[src/rtl/memrd_pkg.sv]
package memrd_pkg;

  typedef enum logic [1:0] {
    ST_IDLE = 2'd0,
    ST_ADDR = 2'd1,
    ST_STRB = 2'd2
  } memrd_state_e;

  // value loaded into the wait counter when the strobe falls
  function automatic int unsigned memrd_strobe_load(int unsigned wait_cycles);
    return (wait_cycles > 0) ? wait_cycles - 1 : 0;
  endfunction

  // width of a counter able to hold wait_cycles
  function automatic int unsigned memrd_cnt_width(int unsigned wait_cycles);
    return (wait_cycles < 2) ? 1 : $clog2(wait_cycles + 1);
  endfunction

endpackage

[src/rtl/memrd_fsm.sv]
module memrd_fsm
  import memrd_pkg::*;
#(
  parameter int unsigned WAIT_CYCLES = 1
) (
  input  logic clk,
  input  logic rst_n,
  input  logic req_valid,
  output logic accept,
  output logic capture,
  output logic req_ready,
  output logic mem_rd_n,
  output logic rd_done
);

  localparam int unsigned CW   = memrd_cnt_width(WAIT_CYCLES);
  localparam int unsigned LOAD = memrd_strobe_load(WAIT_CYCLES);

  memrd_state_e state_q;
  logic [CW-1:0] cnt_q;
  logic          rd_n_q;
  logic          done_q;

  assign req_ready = (state_q == ST_IDLE);
  assign accept    = req_valid && req_ready;
  assign capture   = (state_q == ST_STRB) && (cnt_q == '0);
  assign mem_rd_n  = rd_n_q;
  assign rd_done   = done_q;

  always_ff @(posedge clk) begin
    if (!rst_n) begin
      state_q <= ST_IDLE;
      cnt_q   <= '0;
      rd_n_q  <= 1'b1;
      done_q  <= 1'b0;
    end else begin
      done_q <= capture;
      unique case (state_q)
        ST_IDLE: if (accept) state_q <= ST_ADDR;
        ST_ADDR: begin
          state_q <= ST_STRB;
          cnt_q   <= CW'(LOAD);
          rd_n_q  <= 1'b0;
        end
        ST_STRB: begin
          if (capture) begin
            state_q <= ST_IDLE;
            rd_n_q  <= 1'b1;
          end else begin
            cnt_q <= cnt_q - 1'b1;
          end
        end
        default: state_q <= ST_IDLE;
      endcase
    end
  end

  // length of the current strobe-low run, for the R4 window check
  logic [CW-1:0] low_run_q;
  always_ff @(posedge clk) begin
    if (!rst_n) low_run_q <= '0;
    else        low_run_q <= mem_rd_n ? '0 : low_run_q + 1'b1;
  end

  a_r3_strobe_after_addr: assert property (@(posedge clk) disable iff (!rst_n)
    $fell(mem_rd_n) |-> !$past(req_ready));

  a_r4_strobe_window: assert property (@(posedge clk) disable iff (!rst_n)
    $rose(mem_rd_n) |-> (low_run_q == CW'(WAIT_CYCLES)));

  a_r5_done_on_release: assert property (@(posedge clk) disable iff (!rst_n)
    rd_done |-> $rose(mem_rd_n));

  a_r5_done_single: assert property (@(posedge clk) disable iff (!rst_n)
    rd_done |=> !rd_done);

  a_r8_idle_strobe_high: assert property (@(posedge clk) disable iff (!rst_n)
    !mem_rd_n |-> !req_ready);

endmodule

[src/rtl/memrd_datapath.sv]
module memrd_datapath #(
  parameter int unsigned ADDR_W = 16,
  parameter int unsigned DATA_W = 8
) (
  input  logic              clk,
  input  logic              rst_n,
  input  logic              accept,
  input  logic              capture,
  input  logic [ADDR_W-1:0] req_addr,
  input  logic [DATA_W-1:0] mem_data,
  output logic [ADDR_W-1:0] mem_addr,
  output logic [DATA_W-1:0] rd_data
);

  logic [ADDR_W-1:0] addr_q;
  logic [DATA_W-1:0] data_q;

  always_ff @(posedge clk) begin
    if (!rst_n) begin
      addr_q <= '0;
      data_q <= '0;
    end else begin
      if (accept)  addr_q <= req_addr;
      if (capture) data_q <= mem_data;
    end
  end

  assign mem_addr = addr_q;
  assign rd_data  = data_q;

  a_r2_addr_hold: assert property (@(posedge clk) disable iff (!rst_n)
    !accept |=> $stable(mem_addr));

  a_r5_data_hold: assert property (@(posedge clk) disable iff (!rst_n)
    !capture |=> $stable(rd_data));

  a_r6_no_double_event: assert property (@(posedge clk) disable iff (!rst_n)
    !(accept && capture));

endmodule

[src/rtl/memrd_seq.sv]
module memrd_seq #(
  parameter int unsigned ADDR_W      = 16,
  parameter int unsigned DATA_W      = 8,
  parameter int unsigned WAIT_CYCLES = 1
) (
  input  logic              clk,
  input  logic              rst_n,
  input  logic              req_valid,
  input  logic [ADDR_W-1:0] req_addr,
  output logic              req_ready,
  output logic              rd_done,
  output logic [DATA_W-1:0] rd_data,
  output logic [ADDR_W-1:0] mem_addr,
  output logic              mem_rd_n,
  input  logic [DATA_W-1:0] mem_data
);

  logic accept;
  logic capture;

  memrd_fsm #(
    .WAIT_CYCLES(WAIT_CYCLES)
  ) u_fsm (
    .clk      (clk),
    .rst_n    (rst_n),
    .req_valid(req_valid),
    .accept   (accept),
    .capture  (capture),
    .req_ready(req_ready),
    .mem_rd_n (mem_rd_n),
    .rd_done  (rd_done)
  );

  memrd_datapath #(
    .ADDR_W(ADDR_W),
    .DATA_W(DATA_W)
  ) u_dp (
    .clk     (clk),
    .rst_n   (rst_n),
    .accept  (accept),
    .capture (capture),
    .req_addr(req_addr),
    .mem_data(mem_data),
    .mem_addr(mem_addr),
    .rd_data (rd_data)
  );

  a_r6_busy_not_ready: assert property (@(posedge clk) disable iff (!rst_n)
    accept |=> !req_ready);

endmodule

[config.mk]
export PLATFORM = sky130hd
export DESIGN_NAME = memrd_seq
export DESIGN_NICKNAME = d
export VERILOG_FILES = /design/src/rtl/memrd_pkg.sv /design/src/rtl/memrd_fsm.sv /design/src/rtl/memrd_datapath.sv /design/src/rtl/memrd_seq.sv
export SDC_FILE = /design/constraint.sdc
export NUM_CORES = 1
export LEC_CHECK = 0
export ABC_CLOCK_PERIOD_IN_PS = 2700
export BUFFER_PORTS_ARGS = -buffer_cell sky130_fd_sc_hd__clkbuf_2
export CAP_MARGIN = 30
export CORE_MARGIN = 2
export CORE_UTILIZATION = 49
export DETAILED_ROUTE_END_ITERATION = 12
export PLACE_DENSITY = 0.92
export SLEW_MARGIN = 5
export SYNTH_ARGS = -nofsm -noshare
export SYNTH_HDL_FRONTEND = slang
export SYNTH_SLANG_ARGS = --single-unit
[constraint.sdc]
create_clock -name clk -period 2.7 [get_ports clk]
set_clock_uncertainty 0.05 [all_clocks]
set_input_delay 0.27 -clock clk [delete_from_list [all_inputs] [get_ports clk]]
set_output_delay 0.27 -clock clk [all_outputs]
set_load 0.02 [all_outputs]
Yosys cells after proc, flatten, opt, wreduce, memory -nomap -nowiden
Cells that the tools add are included.
Word-level totals
  bits in registers: 29
  bits of input ports: 27
  word-level logic and storage cells: 27
  output and inout bits: 27
Operators by class
  reduce and logical (&&, ||, !) cells: 7
  muxes and demuxes: 7
  bitwise operators: 1
  add/subtract/negate cells: 1
  eq/ne operators: 5
Operator list (number)
  2-bit != test, second input constant: 3
  2-bit one-hot mux with 3 select lines: 1
  2-bit AND reduction: 3
  2-bit two-way mux: 2
  1-bit one-hot mux with 2 select lines: 2
  2-bit by 1-bit == test with 1-bit output, second input constant: 1
  2-bit == test, second input constant: 1
  1-bit logical AND: 2
  2-bit zero test: 1
  1-bit two-way mux: 2
  2-bit nonzero test: 1
  1-bit inverter: 1
  1-bit subtractor, second input constant: 1

Logic depth before layout (Yosys ltp)
Gate-level depths: netlist (run 1).
  depth after elaboration: 4
  depth in mapped cells: 5
  depth with buffers taken out: 2

By module
From an unflattened synthesis (run 1), not the netlist that was laid out.
Second synthesis, totals
  cells, all modules: 94
  area, all modules: 1101.1 sq um
Modules (own cells, without submodules)
  memrd_datapath: cells an instance 77, sequential area each 480.5 sq um, times used 1, area each 917.1 sq um
  memrd_fsm: cells an instance 17, sequential area each 100.1 sq um, times used 1, area each 183.9 sq um

Worst setup path after synthesis (run 1)
OpenSTA, ideal clock, no wires.
  path type: register to register
  start: register u_fsm.state_q[0]
  end: register u_dp.addr_q[0], in the netlist u_dp.mem_addr[0]
  cell stages (with the launch flop): 6
  data arrival time: 1.029 ns
  library setup time: 0.072 ns
  data required time: 2.578 ns
  clock period less this slack: 1.151 ns
  setup slack: 1.549 ns
  path buffers: 3
  cells stage by stage: dfxtp_1 buf_6 nor3b_2 buf_6 buf_12 mux2i_1
Between the ends
  longest elaborated chain between the ends: 2
RTL lines
  start: declaration: line memrd_fsm.sv:19  | memrd_state_e state_q;
  start signal: assignment: line memrd_fsm.sv:32  | state_q <= ST_IDLE;
  start signal: assignment: line memrd_fsm.sv:39  | ST_IDLE: if (accept) state_q <= ST_ADDR;
  start signal: assignment: line memrd_fsm.sv:41  | state_q <= ST_STRB;
  2-bit zero test: line memrd_fsm.sv:24  | assign req_ready = (state_q == ST_IDLE);
  1-bit logical AND: line memrd_fsm.sv:25  | assign accept = req_valid && req_ready;
  end signal: assignment: line memrd_datapath.sv:23  | if (accept) addr_q <= req_addr;
  end: declaration: line memrd_datapath.sv:15  | logic [ADDR_W-1:0] addr_q;
No other way between the ends.
A chain may end at the register's enable or synchronous reset.

Worst setup path after layout (run 1)
  start: register u_fsm.state_q[1]
  end: register u_dp.data_q[6], in the netlist u_dp.rd_data[6]
Between the ends
  longest elaborated chain between the ends: 2
RTL lines
  2-bit == test: line memrd_fsm.sv:26  | assign capture = (state_q == ST_STRB) && (cnt_q == '0);
  1-bit logical AND: line memrd_fsm.sv:26
  end signal: assignment: line memrd_datapath.sv:24  | if (capture) data_q <= mem_data;
  end: declaration: line memrd_datapath.sv:16  | logic [DATA_W-1:0] data_q;
No other way between the ends.

==> impl_metrics.ini, run 1 <==
[global_route]
grt_start_max_net_pins = 53
grt_antenna_before_repair = 0
grt_usage_pct = 19.19
grt_first_pass_wirelength_mm = 3.801
overflow = 0
grt_pass1_vias = 972

[status]
outcome = finished clean

[setup_path]
critPathBufInv = 0
reg2reg_slack_ns = 1.12
crit_chain = nor3b_2, mux2i_1
crit_path_start_kind = flip-flop
cpPeakStageDelay_ns = 0.70
slowest_stage = nor3b_2
cp.required_ns = 2.89
endpoint_kind = flip-flop
arrival_ns = 1.77
worst-setup-path-type = reg2reg
path_delay_family = simple AND/OR/NAND/NOR gates
crit_path_max_fanout = 9
reg2reg_from = u_fsm.state_q[1]
rr_worst_depth = 2
r2r_end = u_dp.rd_data[6]

[power_and_ir_drop]
p_leak_uw = 0.0007380
power_density_nw_per_um2 = 641.7
vdd_drop_max_mv = 0.4696
power_uw = 963.5

[cts]
cts.sinks = 29
holdBufCountCts = 0
cts_max_path_buffers = 2
post_cts_resized = 0
clk_pin_slew_ns = 0.10
htree_levels = 2
cts_tree = built
cts_made_buffers = 5
clkLatencyLatePin_ns = 0.30
cts-root-buf = clkbuf_4
post_cts_buffers = 0

[sta]
final_max_slew_viol_count = 0
post-route-min-period_ns = 1.579
tightestPinTransition_ns = 0.8806
max_freq_ghz = 0.6335
grt_setup_unrepaired = false
tns_ns = 0
maxSlewHeadroom_pct = 41.29
setup_viol = 0
hold_violations = 0
setup_ws_ns = 1.121
period_share_pct = 58.47

[place]
port-buffer-count = 53
hpwl_mm = 1.826
gp_congestion = 0.6975
dp_slack_ns = 1.114
dpl_cell_area_um2 = 1416

[drt]
first_pass_iters = 4
ant_nets = 0
drt_iter0_markers = 9
totalWireLength_mm = 2.437
via_per_inst = 4.756
vias = 975
wl_per_cell_um = 11.89
drc_errors = 0

[floorplan]
initial_core_util_pct = 52.66
core_area_um2 = 2233
chipHeight_um = 52.99
dieArea_um2 = 2808
die_w_um = 52.99
ios = 54
core.rowCount = 17

[job]
drv_cap = 0

[worst_hold_path]
hold_path.class = in2reg
holdCritStartpoint = req_addr[0]
whs_path_depth = 3
whs_endpoint = u_dp.mem_addr[0]

[final_layout]
fin_area_um2 = 1501
final_common_cell = clkbuf_2
num_antenna_cells = 0
drive_above_1_share_pct = 35.59
final.fill_count = 190
area_delta_synth_final_pct = 27.66
nNetsFinal = 203
layout_common_cells = clkbuf_2, nand2_1, dfxtp_1

[synth]
ys_seq_area_share_pct = 49.36
synthMuxAreaShare_pct = 20.43
synth_nets = 152
synth_cell_types = 19
synth-seq-cells = 29
synthAdderAreaFrac_pct = 0
synthXorXnorAreaFrac_pct = 0.7447
synth_top_family_by_area = simple AND/OR/NAND/NOR gates
synth_compound_area_share_pct = 1.915
postSynthCellCount = 125
synth_warnings = 0
avgSynthCellArea_um2 = 9.409
synthSimpleGateAreaFrac_pct = 20.64
syn_area_um2 = 1176
[report_power, final]
part | internal (µW) | switching, µW
sequential | 451 | 15.8
clock | 221 | 142
combinational | 56.7 | 76.9
total | 729 | 235
[sequential cells by signal, indices dropped and copies added (netlist names)]
name and cells:
u_dp.rd_data 8, u_fsm.mem_rd_n 1, u_fsm.state_q 2, u_fsm.cnt_q 1, u_fsm.rd_done 1, u_dp.mem_addr 16
[kinds of logic after synthesis]
logic type	Yosys count
xor+xnor	1
mux	24
simple gates	56
flops	29
buf+inv	12
compound gates	3
[worst reg2reg max path, delay by kind of cell (launching register included)]
| kind | cells | cell delay, ns |
|---|---|---|
| mux | 1 | 0.26 |
| simple gates | 1 | 0.70 |
| flops | 1 | 0.51 |
[cell usage after synthesis]
library cell  instances  share of area [%]
o21bai_1              1               0.64
xnor2_1               1               0.74
buf_6                 2                1.9
a21oi_1               1               0.43
and2_1                2                1.1
dfxtp_1              29                 49
buf_12                1                1.7
and3_1                1               0.53
clkbuf_1              5                1.6
nand3b_1              1               0.64
buf_2                 1               0.43
nand2_1              48                 15
or2b_1                1               0.64
nor3b_2               2                2.1
inv_1                 2               0.64
nor2_1                1               0.32
buf_4                 1               0.64
mux2i_1              24                 20
a221o_1               1               0.85
[stage by stage]
step | hold slack, ns | util, % | std cells
after floorplan | 0.3622 | - | 125
after global placement | 0.3911 | 63.42 | 197
after detailed placement | 0.4017 | 63.42 | 197
after CTS | 0.1193 | 67.23 | 205
after global routing | 0.1132 | 67.23 | 205
final | 0.1281 | 67.23 | 205
[routing by layer]
metal,vias to the layer above,share of wire (%),global-route usage [%]
li1,502,-,-
met1,441,42,19.37
met2,30,51,35.00
met3,2,5.8,6.497
met4,0,0.66,8.974
met5,-,0,0
[final cells by class]
type	instances	area, µm²	share of cell area [%]
clock buffers	7	55.05	3.667
multi-input cells	84	520.5	34.67
repair buffers	54	272.8	18.17
inverters	2	7.507	0.5000
well taps	28	35.03	2.333
clock inverters	1	30.03	2.000
flip-flops and latches	29	580.6	38.67
[worst max-delay path by stage]
stage | from | to | slack (ns) | depth (start not counted)
final | u_fsm.state_q[1] | u_dp.rd_data[6] | 1.12 | 2
after global placement | u_fsm.state_q[1] | u_dp.rd_data[1] | 1.21 | 2
after global routing | u_fsm.state_q[1] | u_dp.rd_data[5] | 0.97 | 2
after detailed placement | u_fsm.state_q[1] | u_dp.rd_data[1] | 1.11 | 2
after floorplan | u_fsm.state_q[0] | u_dp.mem_addr[0] | 1.55 | 5
after CTS | u_fsm.state_q[1] | u_dp.rd_data[3] | 1.10 | 2
Power figures use the tool's default switching activity.
==> inputs of run 2 (changes only) <==
ABC_AREA = 1   (was not set)
ABC_CLOCK_PERIOD_IN_PS = 1500   (was 2700)
CORE_UTILIZATION = 46   (was 49)
PLACE_DENSITY = 0.87   (was 0.92)
clock period = 1.5 ns   (was 2.7 ns; I/O delays follow)
==> run 2 against run 1 <==
Effect of this change:
- core utilization is 5.6 points lower
- register-to-register slack worse by 0.67 ns
- clock power is 21% higher
- combinational power grew 130%
- first-iteration DRC count grew to 7.9 times the previous value
- sequential share of layout area fell by 1.3 points
- global-route usage fell by 2.4 points
- area after synthesis rose by 5.4%
- largest power group unchanged
==> impl_metrics.ini, run 2 <==
[place]
hpwl_mm = 1.677
gp_congestion = 0.7408
port-buffer-count = 53

[setup_path]
crit_path_start_kind = flip-flop
reg2reg_slack_ns = 0.45
arrival_ns = 1.20
worst-setup-path-type = reg2out
rr_worst_depth = 5
endpoint_kind = output pin
crit_path_max_fanout = 34
r2r_end = u_dp.mem_addr[6]
reg2reg_from = u_fsm.state_q[1]
cp-endpoint = req_ready
cp.required_ns = 1.30
startpoint = u_fsm.state_q[1]

[drt]
first_pass_iters = 4
via_per_inst = 4.808
ant_nets = 0
drc_errors = 0
wl_per_cell_um = 10.30
totalWireLength_mm = 2.523
drt_iter0_markers = 71
vias = 1178

[cts]
cts_max_path_buffers = 2
cts-root-buf = clkbuf_4
cts_tree = built
cts.sinks = 29
htree_levels = 2
clkLatencyLatePin_ns = 0.32
clk_pin_slew_ns = 0.09
cts_made_buffers = 5

[floorplan]
chipHeight_um = 55.92
core.rowCount = 18
ios = 54
core_area_um2 = 2522
dieArea_um2 = 3127
initial_core_util_pct = 49.16
die_w_um = 55.92

[sta]
period_share_pct = 93.38
max_freq_ghz = 0.7140
hold_violations = 0
tightestPinTransition_ns = 0.6445
maxSlewHeadroom_pct = 57.04
post-route-min-period_ns = 1.401
grt_setup_unrepaired = false
final_max_slew_viol_count = 0
worst_hold_slack_ns = 0.008975
setup_viol = 0
tns_ns = 0

[synth]
postSynthCellCount = 161
synth_warnings = 0
synth_top_area_share_pct = 46.82
synth_commonest_cells = dfxtp_1, nand2_1, nand3_1, inv_1, nor2_1
syn_area_um2 = 1240
netlist_top_cells_area = dfxtp_1, nand3_1, nand2_1
synth-seq-cells = 29
synth_nets = 188
ys.flop_type = dfxtp_1
synth_edf_count = 0
ys_seq_area_share_pct = 46.82
yosys.area.top_type = dfxtp_1
synth_cell_types = 17
synthArstFlopShare_pct = 0
avgSynthCellArea_um2 = 7.701
synth.most_common_cell = dfxtp_1

[global_route]
grt_start_max_net_pins = 35
grt_antenna_before_repair = 0
overflow = 0
grt_first_pass_wirelength_mm = 4.119
grt_usage_pct = 16.77
grt_pass1_vias = 988

[final_layout]
num_antenna_cells = 0
final_common_cell = clkbuf_2
area_delta_synth_final_pct = 25.43
largest_register_ffs = 16
post-route-util_pct = 61.66
nNetsFinal = 241
drive_above_1_share_pct = 33.49
final.fill_count = 246
layout_common_cells = clkbuf_2, nand2_1, dfxtp_1

[status]
outcome = finished clean

[worst_hold_path]
hold_path.class = in2reg

[job]
drv_cap = 0

[power_and_ir_drop]
p_leak_uw = 0.0008476
power_density_nw_per_um2 = 1024
vdd_drop_max_mv = 0.7589
run 2: changes by cell type after synthesis, moves of 3 or more:
| cell | delta |
|---|---|
| mux2i_1 | -24 |
| nor2_1 | +17 |
| nand4_1 | +8 |
| inv_1 | +17 |
| buf_2 | +3 |
| nand3_1 | +23 |
| nand3_2 | +3 |
| a21oi_1 | +14 |
| clkbuf_1 | -5 |
| nand2_1 | -20 |
run 2: per-stage QoR:
stage / std cells / area, µm² / setup WS, ns / total power, µW
finish: 245 / 1555 / 0.09937 / 1592
global route: 245 / 1555 / 0.009762 / 1687
CTS: 245 / 1554 / 0.06366 / 1612
detailed placement: 235 / 1483 / 0.4057 / 1166
global placement: 235 / 1483 / 0.4345 / 1160
floorplan: 161 / 1240 / 0.5210 / 1078
run 2: final cells by class:
type                            count  area [µm²]  share of cell area, %
Sequential cell                    29       581.8                  37.41
Tap cell                           30       37.54                  2.414
Clock inverter                      2       10.01                 0.6436
Inverter                           20       75.07                  4.827
Timing Repair Buffer               57       312.8                  20.11
Clock buffer                        6       41.29                  2.655
Multi-Input combinational cell    101       496.7                  31.94
run 2: critical path, stage by stage, from the launching register on:
cell	delay (ns)
dfxtp_1	0.36
nor2_4	0.13
buf_12	0.19
clkbuf_2	0.19
run 2: kinds of logic after synthesis:
kind of cell    share of synthesized area (%)
flops                                   46.82
simple gates                            32.59
buf+inv                                 13.12
compound gates                          7.467
run 2: repair_timing:
item                                    CTS  global route
endpoints found under the setup margin    0             1
hold buffers                              2             0
buffers inserted                          0             0
endpoints found under the hold margin     2             0
gates resized for setup                   0             1
run 2: how the worst min path moves through the flow:
stage | start | to | slack [ns] | depth (start not counted)
floorplan | mem_data[0] | u_dp.rd_data[0] | 0.25 | 2
global placement | mem_data[7] | u_dp.rd_data[7] | 0.34 | 3
detailed placement | mem_data[5] | u_dp.rd_data[5] | 0.35 | 3
CTS | mem_data[4] | u_dp.rd_data[4] | 0.0003 | 3
global route | mem_data[1] | u_dp.rd_data[1] | 0.006 | 3
finish | mem_data[4] | u_dp.rd_data[4] | 0.009 | 3
run 2: layer usage:
metal	part of all wire [%]	routed length (µm)	vias to the layer above	track usage, %
met2	46	1167	43	25.51
met4	2.0	50	0	8.163
met1	45	1127	511	20.43
met3	7.1	178	5	6.977
met5	0	0	-	0
li1	-	-	619	-
run 2: power breakdown:
part	switching, µW	internal (µW)	total, µW
clock	263	178	441
combinational	186	119	305
sequential	27.5	818	846
total	476	1120	1590
